===== src/rtl/dfilt_pkg.sv =====
package dfilt_pkg;
  localparam int ADDR_BYTES = 6;
  localparam int ADDR_W     = 8 * ADDR_BYTES;
  localparam int HASH_W     = 64;
  localparam int IDX_W      = $clog2(HASH_W);
  localparam logic [31:0] CRC_POLY = 32'h04C1_1DB7;
  localparam logic [31:0] CRC_INIT = 32'hFFFF_FFFF;

  // One byte through the CRC register, least significant data bit first.
  function automatic logic [31:0] crc_step_byte(input logic [31:0] c, input logic [7:0] b);
    logic [31:0] r;
    logic        fb;
    r = c;
    for (int k = 0; k < 8; k++) begin
      fb = r[31] ^ b[k];
      r  = {r[30:0], 1'b0} ^ (fb ? CRC_POLY : 32'h0);
    end
    return r;
  endfunction

  function automatic logic [IDX_W-1:0] hash_index(input logic [31:0] c);
    return c[31 -: IDX_W];
  endfunction
endpackage


===== src/rtl/dfilt_collect.sv =====
module dfilt_collect
  import dfilt_pkg::*;
(
  input  logic              clk,
  input  logic              rst_n,
  input  logic              da_first,
  input  logic              da_valid,
  input  logic [7:0]        da_byte,
  output logic              last_evt,
  output logic [ADDR_W-1:0] full_addr,
  output logic [31:0]       crc_next
);
  localparam int CNT_W = $clog2(ADDR_BYTES + 1);

  logic [CNT_W-1:0]             cnt_q;
  logic [ADDR_BYTES-2:0][7:0]   bytes_q;
  logic [31:0]                  crc_q;
  logic                         take_first, take_more;

  assign take_first = da_valid & da_first;
  assign take_more  = da_valid & ~da_first & (cnt_q != '0) &
                      (cnt_q < CNT_W'(ADDR_BYTES));
  assign last_evt   = take_more & (cnt_q == CNT_W'(ADDR_BYTES - 1));
  assign crc_next   = crc_step_byte(take_first ? CRC_INIT : crc_q, da_byte);

  // Byte 0 sits in the top lane; the final byte comes straight from the input.
  for (genvar i = 0; i < ADDR_BYTES - 1; i++) begin : g_lane
    assign full_addr[ADDR_W-1-8*i -: 8] = bytes_q[i];
  end
  assign full_addr[7:0] = da_byte;

  always_ff @(posedge clk) begin
    if (!rst_n) begin
      cnt_q   <= '0;
      bytes_q <= '0;
      crc_q   <= CRC_INIT;
    end else if (take_first) begin
      cnt_q      <= CNT_W'(1);
      bytes_q[0] <= da_byte;
      crc_q      <= crc_next;
    end else if (take_more) begin
      cnt_q <= cnt_q + CNT_W'(1);
      crc_q <= crc_next;
      for (int i = 1; i < ADDR_BYTES - 1; i++)
        if (cnt_q == CNT_W'(i)) bytes_q[i] <= da_byte;
    end
  end
endmodule


===== src/rtl/dfilt_classify.sv =====
module dfilt_classify
  import dfilt_pkg::*;
(
  input  logic [ADDR_W-1:0] addr,
  input  logic [IDX_W-1:0]  idx,
  input  logic [5:3]        filt_mode,
  input  logic [31:0]       station_lo,
  input  logic [15:0]       station_hi,
  input  logic [31:0]       hash_lo,
  input  logic [31:0]       hash_hi,
  output logic              is_bcast,
  output logic              is_mcast,
  output logic              station_hit,
  output logic              hash_hit,
  output logic              accept
);
  logic [ADDR_W-1:0]     station;
  logic [ADDR_BYTES-1:0] lane_eq;
  logic [HASH_W-1:0]     table_bits;

  assign station    = {station_hi, station_lo};
  assign table_bits = {hash_hi, hash_lo};

  for (genvar i = 0; i < ADDR_BYTES; i++) begin : g_cmp
    assign lane_eq[i] = addr[8*i +: 8] == station[8*i +: 8];
  end

  assign station_hit = &lane_eq;
  assign is_bcast    = &addr;
  assign is_mcast    = addr[ADDR_W-8] & ~is_bcast;
  assign hash_hit    = table_bits[idx];

  always_comb begin
    if (filt_mode[5])      accept = 1'b1;
    else if (is_bcast)     accept = ~filt_mode[3];
    else if (is_mcast)     accept = hash_hit;
    else                   accept = station_hit | (filt_mode[4] & hash_hit);
  end
endmodule


===== src/rtl/rx_dest_filter.sv =====
module rx_dest_filter
  import dfilt_pkg::*;
(
  input  logic        clk,
  input  logic        rst_n,
  input  logic        da_first,
  input  logic        da_valid,
  input  logic [7:0]  da_byte,
  input  logic [5:3]  filt_mode,
  input  logic [31:0] station_lo,
  input  logic [15:0] station_hi,
  input  logic [31:0] hash_lo,
  input  logic [31:0] hash_hi,
  output logic        verdict_valid,
  output logic        verdict_accept
);
  logic              last_evt;
  logic [ADDR_W-1:0] full_addr;
  logic [31:0]       crc_next;
  logic [IDX_W-1:0]  hidx;
  logic              is_bcast, is_mcast, station_hit, hash_hit, accept_c;

  dfilt_collect u_collect (
    .clk(clk), .rst_n(rst_n), .da_first(da_first), .da_valid(da_valid),
    .da_byte(da_byte), .last_evt(last_evt), .full_addr(full_addr),
    .crc_next(crc_next)
  );

  assign hidx = hash_index(crc_next);

  dfilt_classify u_classify (
    .addr(full_addr), .idx(hidx), .filt_mode(filt_mode),
    .station_lo(station_lo), .station_hi(station_hi),
    .hash_lo(hash_lo), .hash_hi(hash_hi),
    .is_bcast(is_bcast), .is_mcast(is_mcast), .station_hit(station_hit),
    .hash_hit(hash_hit), .accept(accept_c)
  );

  always_ff @(posedge clk) begin
    if (!rst_n) begin
      verdict_valid  <= 1'b0;
      verdict_accept <= 1'b0;
    end else begin
      verdict_valid  <= last_evt;
      verdict_accept <= last_evt & accept_c;
    end
  end
endmodule


===== config.mk =====
export PLATFORM = sky130hd
export DESIGN_NAME = rx_dest_filter
export DESIGN_NICKNAME = d
export VERILOG_FILES = /design/src/rtl/dfilt_pkg.sv /design/src/rtl/dfilt_collect.sv /design/src/rtl/dfilt_classify.sv /design/src/rtl/rx_dest_filter.sv
export SDC_FILE = /design/constraint.sdc
export NUM_CORES = 1
export LEC_CHECK = 0
export BUFFER_PORTS_ARGS = -buffer_cell sky130_fd_sc_hd__buf_4
export CAP_MARGIN = 5
export CORE_ASPECT_RATIO = 0.7
export CORE_MARGIN = 4
export CORE_UTILIZATION = 49
export DETAILED_ROUTE_END_ITERATION = 10
export MAX_ROUTING_LAYER = met4
export PLACE_DENSITY = 0.78
export SLEW_MARGIN = 10
export SYNTH_ARGS = -nofsm -noshare
export SYNTH_HDL_FRONTEND = slang
export SYNTH_SLANG_ARGS = --single-unit

===== constraint.sdc =====
create_clock -name clk -period 2.5 [get_ports clk]
set_input_delay 0.125 -clock clk [delete_from_list [all_inputs] [get_ports clk]]
set_output_delay 0.125 -clock clk [all_outputs]
set_load 0.01 [all_outputs]

=== Word-level counts from Yosys, hierarchy flattened ===
Cells that the tools add are included.

* Register bits: 77
* Latch bits: 0
* RAM bits: 0
* Bits in read-only memories: 0
* Output and inout bits: 2
* Logic and storage cells: 81
* Memories kept: 0

* Add/sub/neg operators: 1
* Multipliers: 0
* Div/mod/pow operators: 0
* Magnitude comparators: 2
* Equality and inequality tests: 11
* Shift operators: 0
* Muxes and demuxes: 18
* Bitwise logic cells: 30
* Reductions and logical operators: 9

{| class="wikitable"
|+ Operator list
! kind !! count
|-
| 32-bit bitwise XOR || 8
|-
| 27-bit 2-to-1 mux || 8
|-
| 32-bit 2-to-1 mux || 3
|-
| 8-bit == test || 6
|-
| 48-bit AND reduction || 1
|-
| 3-bit AND reduction || 4
|-
| 1-bit bitwise AND || 8
|-
| 1-bit bitwise XOR || 8
|-
| 6-bit by 7-bit less-than comparator with 1-bit output (second input constant) || 1
|-
| 1-bit binary-select mux with 6-bit select || 1
|-
| 3-bit by 2-bit == test with 1-bit output (second input constant) || 2
|-
| 3-bit == test (second input constant) || 2
|-
| 1-bit 2-to-1 mux || 6
|-
| 6-bit AND reduction || 1
|-
| 1-bit inverter || 5
|-
| 3-bit by 1-bit adder with 3-bit output (second input constant) || 1
|-
| 3-bit by 1-bit == test with 1-bit output (second input constant) || 1
|-
| 3-bit less-than comparator (second input constant) || 1
|-
| 3-bit nonzero test || 1
|-
| 2-bit nonzero test || 1
|-
| 2-bit OR reduction || 1
|-
| 1-bit bitwise OR || 1
|}

=== Logic depth before layout (Yosys ltp) ===
Gate-level depths: netlist of the first run.

* Depth after elaboration: 34
* Mapped depth: 12
* Gate-level depth less buffers: 10

=== Hierarchy ===
Synthesis of the first run repeated with hierarchy kept, for this count alone.

* Cell total of the unflattened synthesis: 675
* Area, all modules: 5684.2 um^2

{| class="wikitable"
|+ By module, submodules not included
! module !! times used !! cells an instance !! area each (um^2) !! seq. area each (um^2)
|-
| dfilt_collect || 1 || 535 || 4357.9 || 1501.4
|-
| dfilt_classify || 1 || 136 || 1273.7 || 0.0
|-
| rx_dest_filter || 1 || 4 || 52.6 || 40.0
|}

=== Worst setup path after synthesis of the first run ===
No wires, ideal clock.

* Kind: register to register
* From: register u_collect.crc_q[24]
* To: register verdict_accept
* Library setup time: 0.132 ns
* Arrival: 2.517 ns
* Data required time: 2.368 ns
* Setup slack: -0.148 ns
* Stages on the path, launching flop included: 13
* Path buffers: 3
* Clock period less this slack: 2.648 ns
* Cell sequence: dfxtp_1 -> buf_6 -> xnor2_2 -> nor2_2 -> xnor2_4 -> xnor3_2 -> buf_12 -> buf_6 -> mux4_2 -> a21oi_1 -> a31oi_1 -> a21oi_2 -> o41ai_2

* Cells in the longest elaborated chain, start to end: 19

{| class="wikitable"
|+ Ends and longest elaborated chain
! item !! RTL line !! text
|-
| start: declaration || dfilt_collect.sv:17 || <nowiki>logic [31:0] crc_q;</nowiki>
|-
| start signal: assignment || dfilt_collect.sv:40 || <nowiki>crc_q <= crc_next;</nowiki>
|-
| start signal: assignment || dfilt_collect.sv:43 || <nowiki>crc_q <= crc_next;</nowiki>
|-
| 32-bit 2-to-1 mux (*) || dfilt_collect.sv:24 || <nowiki>assign crc_next = crc_step_byte(take_first ? CRC_INIT : crc_q, da_byte);</nowiki>
|-
| 32-bit bitwise XOR (*) (7 in series) || dfilt_pkg.sv:16 || <nowiki>r = {r[30:0], 1'b0} ^ (fb ? CRC_POLY : 32'h0);</nowiki>
|-
| 1-bit bitwise XOR (*) || dfilt_pkg.sv:15 || <nowiki>fb = r[31] ^ b[k];</nowiki>
|-
| 27-bit 2-to-1 mux (*) || dfilt_pkg.sv:16 ||
|-
| 32-bit bitwise XOR (*) || dfilt_pkg.sv:16 ||
|-
| 1-bit binary-select mux with 6-bit select (*) || dfilt_classify.sv:31 || <nowiki>assign hash_hit = table_bits[idx];</nowiki>
|-
| 1-bit 2-to-1 mux (not written as such) (*) || dfilt_classify.sv:31 ||
|-
| 1-bit bitwise AND || dfilt_classify.sv:37 || <nowiki>else accept = station_hit | (filt_mode[4] & hash_hit);</nowiki>
|-
| 1-bit bitwise OR || dfilt_classify.sv:37 ||
|-
| 1-bit 2-to-1 mux (*) || dfilt_classify.sv:36 || <nowiki>else if (is_mcast) accept = hash_hit;</nowiki>
|-
| 1-bit 2-to-1 mux (*) || dfilt_classify.sv:35 || <nowiki>else if (is_bcast) accept = ~filt_mode[3];</nowiki>
|-
| 1-bit 2-to-1 mux (*) || dfilt_classify.sv:34 || <nowiki>if (filt_mode[5]) accept = 1'b1;</nowiki>
|-
| 1-bit bitwise AND (*) || rx_dest_filter.sv:45 || <nowiki>verdict_accept <= last_evt & accept_c;</nowiki>
|-
| end signal: assignment || rx_dest_filter.sv:45 ||
|-
| end: declaration || rx_dest_filter.sv:15 || <nowiki>output logic verdict_accept</nowiki>
|}

Every way passes the cells marked *; elsewhere a longest branch is shown, timed or not. The select of a mux whose other input is x is not followed.
A chain may end at the register's enable or synchronous reset.

=== Worst setup path in the final report of the first run ===
* From: register u_collect.crc_q[29]
* To: register verdict_accept

* Cells in the longest elaborated chain, start to end: 19

{| class="wikitable"
|+ Ends and longest elaborated chain
! item !! RTL line
|-
| 32-bit 2-to-1 mux (*) || dfilt_collect.sv:24
|-
| 32-bit bitwise XOR (*) (2 in series) || dfilt_pkg.sv:16
|-
| 1-bit bitwise XOR (*) || dfilt_pkg.sv:15
|-
| 27-bit 2-to-1 mux (*) || dfilt_pkg.sv:16
|-
| 32-bit bitwise XOR (*) (6 in series) || dfilt_pkg.sv:16
|-
| 1-bit binary-select mux with 6-bit select (*) || dfilt_classify.sv:31
|-
| 1-bit 2-to-1 mux (not written as such) (*) || dfilt_classify.sv:31
|-
| 1-bit bitwise AND || dfilt_classify.sv:37
|-
| 1-bit bitwise OR || dfilt_classify.sv:37
|-
| 1-bit 2-to-1 mux (*) || dfilt_classify.sv:36
|-
| 1-bit 2-to-1 mux (*) || dfilt_classify.sv:35
|-
| 1-bit 2-to-1 mux (*) || dfilt_classify.sv:34
|-
| 1-bit bitwise AND (*) || rx_dest_filter.sv:45
|}

Marks and branches as above.

==> results of run 1 <==
==> flip-flops by register name, summed over array words and instances, names as in the netlist <==
signal and count:
verdict_valid 1, u_collect.full_addr 40, u_collect.crc_q 32, u_collect.cnt_q 3, verdict_accept 1
==> Yosys cell counts (3+ instances only) <==
| cell | count | area, um2 |
|---|---|---|
| xnor2_1 | 96 | 841 |
| nand2_1 | 78 | 293 |
| dfxtp_1 | 77 | 1540 |
| nor2_1 | 59 | 221 |
| mux2i_1 | 40 | 400 |
| a21boi_0 | 35 | 263 |
| clkbuf_1 | 29 | 109 |
| nand3_1 | 29 | 145 |
| xor2_1 | 25 | 219 |
| nand4_1 | 23 | 144 |
| a21oi_1 | 14 | 70.1 |
| o211ai_1 | 13 | 97.6 |
| o21ai_0 | 13 | 65.1 |
| nor2b_1 | 9 | 56.3 |
| o22ai_1 | 8 | 50.1 |
| a31oi_1 | 6 | 37.5 |
| buf_2 | 6 | 30.0 |
| inv_1 | 6 | 22.5 |
| nor4_1 | 6 | 37.5 |
| ha_1 | 5 | 62.6 |
| a22oi_1 | 4 | 30.0 |
| buf_1 | 4 | 15.0 |
| mux2_2 | 4 | 45.0 |
| nor3_1 | 4 | 20.0 |
| and2_1 | 3 | 18.8 |
| buf_4 | 3 | 22.5 |
| buf_6 | 3 | 33.8 |
==> worst max-delay path, delay by kind of cell, from the launching register on <==
family,cells,cell delay (ps)
and+or+nand+nor,3,430
buffers and inverters,2,340
AOI/OAI and AO/OA,3,550
xor gates and xnor gates,3,690
DFF,1,370
==> kinds of logic (layout without fill, tap and decap cells) <==
group                      Yosys count  after routing
and+or+nand+nor                    220            220
xor gates and xnor gates           130            130
AOI/OAI and AO/OA                  103            103
DFF                                 77             77
buffers and inverters               52            204
muxes                               49             49
adders and majority gates            5              5
==> metal layers <==
layer / vias up / track usage / routed length, um
met2: 289 / 0.415 / 7560
met5: - / - / 0
met4: 0 / 0.0709 / 212
met1: 2433 / 0.380 / 7440
met3: 25 / 0.0675 / 1760
li1: 2475 / - / -
==> power by group through the flow <==
| stage | clock network (mW) | registers [mW] | logic, mW |
|---|---|---|---|
| after floorplan | 0 | 1.40 | 1.82 |
| after global placement | 0 | 1.43 | 2.41 |
| final | 1.36 | 1.41 | 2.66 |
| after detailed placement | 0 | 1.43 | 2.49 |
| after global routing | 1.41 | 1.42 | 2.88 |
| after CTS | 1.36 | 1.41 | 2.54 |
==> metrics by stage <==
stage | hold slack [ps] | TNS [ps] | instances
2_1_floorplan | 261 | -39.1 | 636
3_5_place_dp | 476 | -195 | 916
3_3_place_gp | 467 | -17.7 | 916
5_1_grt | 155 | -51.2 | 936
6_report | 177 | 0 | 936
4_1_cts | 153 | 0 | 933
==> worst min-delay path by stage <==
stage | from | endpoint | slack (ps) | cells after the start
after detailed placement | u_collect.crc_q[4] | u_collect.crc_q[4] | 480 | 2
after global routing | da_byte[5] | u_collect.full_addr[45] | 160 | 3
after global placement | u_collect.crc_q[4] | u_collect.crc_q[4] | 470 | 2
final | da_byte[5] | u_collect.full_addr[45] | 180 | 3
after CTS | da_byte[5] | u_collect.full_addr[45] | 150 | 3
after floorplan | rst_n | verdict_valid | 260 | 2
==> final cells by class <==
class,count,area (um2)
fill,836,3440
inverter,6,22.5
multi-input combinational,507,3640
clock buffer,12,246
timing repair buffer,182,1370
clock inverter,4,56.3
tap,148,185
sequential,77,1550
==> repair_timing <==
action / CTS / global route
pin swaps: 1 / 4
buffers inserted: 1 / 3
hold buffers: 0 / 0
resized for setup: 3 / 10
setup endpoints to repair: 1 / 9
==> results by group, run 1 <==
Cells and area
  – Post-layout nets: 915
  – Most frequent cells in the layout: buf_4 (181), xnor2_1 (90), nand2_1 (77)
  – Most common cell after layout, fill and taps aside: buf_4
  – Fin area: 0.00707 mm2
  – Ant diodes: 0
  – Layout cell share with drive strength beyond 1: 0.291
  – Area Overhead vs Synth: 32.1%
  – Final core utilization: 0.672

CTS
  – Cts bufs inserted: 9
  – CTS tree: built
  – H-tree depth: 3
  – Clock tree sinks: 77
  – Worst-skew pair later-pin latency: 340 ps
  – CTS max path bufs: 2
  – Root Buffer: clkbuf_16
  – Clk pin slew, worst setup/hold paths: 60 ps

Power
  – Post-layout total power: 5.43 mW
  – Comb power frac: 0.490
  – Switching part of the total power: 0.353
  – Net switching power: 1.92 mW
  – Peak VDD IR: 0.000415 V
  – Int Pwr: 3.52 mW
  – Clock share of power: 0.250
  – Pleak: 2.92 nW
  – Pwr dens: 769 mW/mm2
  – Seq pwr share: 0.260

Floorplan
  – Die area: 0.0127 mm2
  – Die Wd: 133 um
  – Num rows: 31
  – Initial Util: 0.509
  – I/O pin count: 129
  – Die Span Y: 95.4 um
  – CORE AREA: 0.0105 mm2

Critical path
  – Setup slack, reg-to-reg: 20 ps
  – Worst setup path endpoint: verdict_accept
  – RR Startpoint: u_collect.crc_q[29]
  – CP Cell Sequence: buf_4 > xnor2_1 > nor2_1 > xnor2_2 > xnor2_1 > nor2_1 > buf_4 > nand2_1 > o21ai_0 > a211oi_2 > o41ai_2
  – Startpoint types: register
  – Setup crit end kind: register
  – Worst reg-to-reg path cell count: 11
  – Critical Path Start: u_collect.crc_q[29]
  – CP required: 2740 ps
  – CP max stage delay: 370 ps
  – Crit-path max FO: 4
  – Crit Path Class: reg -> reg
  – Reg2reg end: verdict_accept
  – Crit path DAT: 2720 ps
  – Slowest-stage cell, CP: dfxtp_1

Yosys
  – Synth Register Bits: 77
  – Mux contribution to synthesized area: 0.101
  – Gate Count Post-Synth: 636
  – Syn Std Cell Area: 0.00535 mm2
  – Synth Area in Simple Gates: 0.187
  – Synth warnings: 0
  – Yosys cell types: 49
  – Avg Synthesized Cell Area: 8.41 um2
  – Synth Area in Compound Gates: 0.132
  – Async SR Flop Fraction: 0
  – Prevailing post-synth register cell: dfxtp_1
  – Adder-Cell Fraction of Synth Area: 0.0117
  – Number of synthesized flops with an enable pin: 0
  – Mapped Nets: 768
  – Seq/Total Area, Yosys: 0.288
  – Main combinational cell family by area after synthesis: XOR/XNOR gates
  – Synth Area in XOR/XNOR: 0.233

Global route
  – Gr ovfl total: 0
  – Initial antenna violation count: 0
  – All-Layer GR Usage: 0.278
  – Largest net degree at the start of global routing: 75
  – Vias in the first global route: 5187
  – First-pass GRT wire length: 27.0 mm

Route
  – Drt total wl: 17.0 mm
  – 1st-iter DRT viols: 471
  – First-pass iteration count of the detailed router: 5
  – Post-DR vias/cell: 5.58
  – Drc violations: 0
  – Via count: 5222
  – Antenna-violating nets left: 0
  – Wire length per cell: 18.1 um

Placement
  – Placed Area: 0.00667 mm2
  – HPWL after DPL: 12.7 mm
  – Place WS: -141 ps
  – IO Port Bufs: 128
  – Final Wtd Congestion: 0.974

Timing
  – Final setup fails: 0
  – Hold Fails Final Rpt: 0
  – Slack of the critical path: 24.5 ps
  – Actual slew at the worst max-slew pin: 687 ps
  – Fmax: 404 MHz
  – RSZ-0062 raised after global routing: yes
  – Final Skew: 7.72 ps
  – Rel. slew slack: 0.542
  – Slew Viols, Final: 0
  – Minimum clock period: 2480 ps
  – Fin crit share: 0.990

Hold path
  – Hold Path Class: in -> reg

Job
  – Max Cap Viol: 0

Run status
  – Outcome: complete, no violations
Note: power is estimated with default switching activity, not from simulation.
==> run 2: changes to the inputs <==
- ABC_AREA: unset -> 1
==> results by group, run 2 <==
Cells and area
  – Area Overhead vs Synth: 28.1%
  – Most common cell after layout, fill and taps aside: buf_4
  – Most frequent cells in the layout: buf_4 (147), nand2_1 (133), nand3_1 (115)
  – Layout cell share with drive strength beyond 1: 0.260
  – Post-layout nets: 1015
  – Max FFs per register: 40
  – Fin area: 0.00688 mm2

CTS
  – Worst-skew pair later-pin latency: 340 ps
  – # hold bufs at CTS: 0
  – Clk pin slew, worst setup/hold paths: 60 ps
  – CTS tree: built
  – CTS max path bufs: 2
  – H-tree depth: 3
  – Cts bufs inserted: 9
  – Root Buffer: clkbuf_16
  – Clock tree sinks: 77

Placement
  – Placed Area: 0.00656 mm2
  – IO Port Bufs: 128
  – HPWL after DPL: 14.5 mm
  – Place WS: 72.7 ps
  – Final Wtd Congestion: 1.02

Yosys
  – Prevailing post-synth register cell: dfxtp_1
  – Seq/Total Area, Yosys: 0.287
  – Avg Synthesized Cell Area: 7.11 um2
  – Syn Std Cell Area: 0.00537 mm2
  – Mapped Nets: 887
  – Async SR Flop Fraction: 0
  – Synth Register Bits: 77
  – Yosys cell types: 42
  – Synth top area share: 0.287
  – Synth warnings: 0
  – Number of synthesized flops with an enable pin: 0
  – Count leader, synth: nand2_1
  – Commonest cells post-synth: nand2_1 (133), nand3_1 (115), dfxtp_1 (77)
  – Area leader, netlist: dfxtp_1
  – Largest cells by area after synthesis: dfxtp_1 (29%), nand3_1 (11%), nand2_1 (9.3%)
  – Gate Count Post-Synth: 755

Critical path
  – Crit path DAT: 2570 ps
  – Startpoint types: register
  – Crit Path Class: reg -> reg
  – CP required: 2770 ps
  – Setup crit end kind: register
  – Crit-path max FO: 12
  – Worst setup path endpoint: u_collect.full_addr[10]
  – Critical Path Start: u_collect.cnt_q[0]
  – RR Startpoint: u_collect.cnt_q[0]
  – Setup slack, reg-to-reg: 200 ps
  – Worst reg-to-reg path cell count: 10
  – Reg2reg end: u_collect.full_addr[10]

Job
  – Max Cap Viol: 0

Hold path
  – Worst hold stages: 3
  – Hold Path Class: in -> reg

Timing
  – Slew Viols, Final: 0
  – Minimum clock period: 2300 ps
  – Final Skew: 6.65 ps
  – Hold Fails Final Rpt: 0
  – RSZ-0062 raised after global routing: yes
  – Actual slew at the worst max-slew pin: 644 ps
  – Fmax: 435 MHz
  – Final setup fails: 0
  – Minimum hold slack: 72.2 ps
  – Fin crit share: 0.919
  – Slack of the critical path: 202 ps
  – Rel. slew slack: 0.571

Power
  – Comb power frac: 0.388
  – Pleak: 3.15 nW
  – Seq pwr share: 0.304
  – Switching part of the total power: 0.371
  – Peak VDD IR: 0.000383 V
  – Pwr dens: 651 mW/mm2
  – Net switching power: 1.66 mW
  – Int Pwr: 2.81 mW
  – Clock share of power: 0.307

Floorplan
  – Die area: 0.0127 mm2
  – Die Wd: 133 um
  – Num rows: 31
  – Initial Util: 0.511
  – CORE AREA: 0.0105 mm2
  – Die Span Y: 95.6 um
  – I/O pin count: 129

Global route
  – All-Layer GR Usage: 0.294
  – Largest net degree at the start of global routing: 70
  – First-pass GRT wire length: 28.4 mm
  – Gr ovfl total: 0
  – Vias in the first global route: 5404
  – Initial antenna violation count: 1

Route
  – Antenna-violating nets left: 0
  – Wire length per cell: 17.6 um
  – First-pass iteration count of the detailed router: 5
  – Drc violations: 0
  – Drt total wl: 18.3 mm
  – Via count: 5773
  – Post-DR vias/cell: 5.57
  – 1st-iter DRT viols: 555

Run status
  – Outcome: complete, no violations
==> run 2: cell types whose count changed after synthesis, moves of 31 or more <==
cell	change
nand3_1	+86
xnor2_1	-64
inv_1	+60
nand2_1	+55
mux2i_1	-40
a21boi_0	-34
o21ai_0	+33
a21oi_1	+31
==> run 2: layout make-up <==
class / instances / area [um2]
clock inverter: 7 / 88.8
clock buffer: 9 / 225
inverter: 78 / 295
timing repair buffer: 150 / 1160
fill: 912 / 3630
tap: 148 / 185
antenna: 1 / 2.50
sequential: 77 / 1540
multi-input combinational: 567 / 3370
==> run 2: how the worst min path moves through the flow <==
stage / endpoint / slack [ps] / from
floorplan: verdict_accept / 250 / filt_mode[5]
global placement: verdict_accept / 410 / filt_mode[5]
detailed placement: verdict_accept / 430 / filt_mode[5]
CTS: verdict_accept / 70 / filt_mode[5]
global route: verdict_accept / 80 / filt_mode[5]
finish: verdict_accept / 70 / filt_mode[5]
==> run 2: through the flow <==
step	cells	power (mW)	util	TNS (ps)
after floorplan	755	2.61	-	0
after global placement	1020	3.06	0.624	0
after detailed placement	1020	3.10	0.624	0
after CTS	1036	4.47	0.653	0
after global routing	1037	4.74	0.654	-18.8
final	1037	4.47	0.654	0
==> run 2: layer usage <==
layer,part of all wire,GRT usage,vias up,wire (um)
met1,0.48,0.423,2675,8750
met3,0.088,0.0744,17,1620
li1,-,-,2819,-
met2,0.42,0.423,262,7760
met4,0.0078,0.0471,0,142
met5,0,-,-,0
==> run 2: what timing repair did <==
| action | CTS | global route |
|---|---|---|
| hold endpoints to repair | 0 | 0 |
| buffers inserted | 0 | 0 |
| setup endpoints to repair | 0 | 4 |
| gates resized for setup | 0 | 1 |
==> run 2: critical path, stage by stage, from the launching register on <==
cell	delay [ps]
dfxtp_1	390
inv_1	100
ha_1	220
o21ai_0	230
nand3_1	150
clkinv_1	200
buf_4	170
nand4_1	150
inv_1	340
o21ai_0	130
a21oi_1	160
==> run 2: kinds of logic (layout without fill, tap and decap cells) <==
kind of cell    count (synthesis)  after routing  share of synthesized area
xor+xnor                       70             70                      0.126
other cells                     0              1                          0
flops                          77             77                      0.287
fa+ha+maj                       5              5                     0.0117
simple gates                  355            355                      0.335
compound gates                137            137                      0.153
buf+inv                       111            244                     0.0869
==> run 2: power groups by stage <==
stage / Combinational [mW] / Clock [mW] / Sequential [mW]
2_1_floorplan: 1.24 / 0 / 1.37
3_3_place_gp: 1.68 / 0 / 1.38
3_5_place_dp: 1.71 / 0 / 1.39
4_1_cts: 1.72 / 1.39 / 1.36
5_1_grt: 1.93 / 1.44 / 1.37
6_report: 1.74 / 1.37 / 1.36
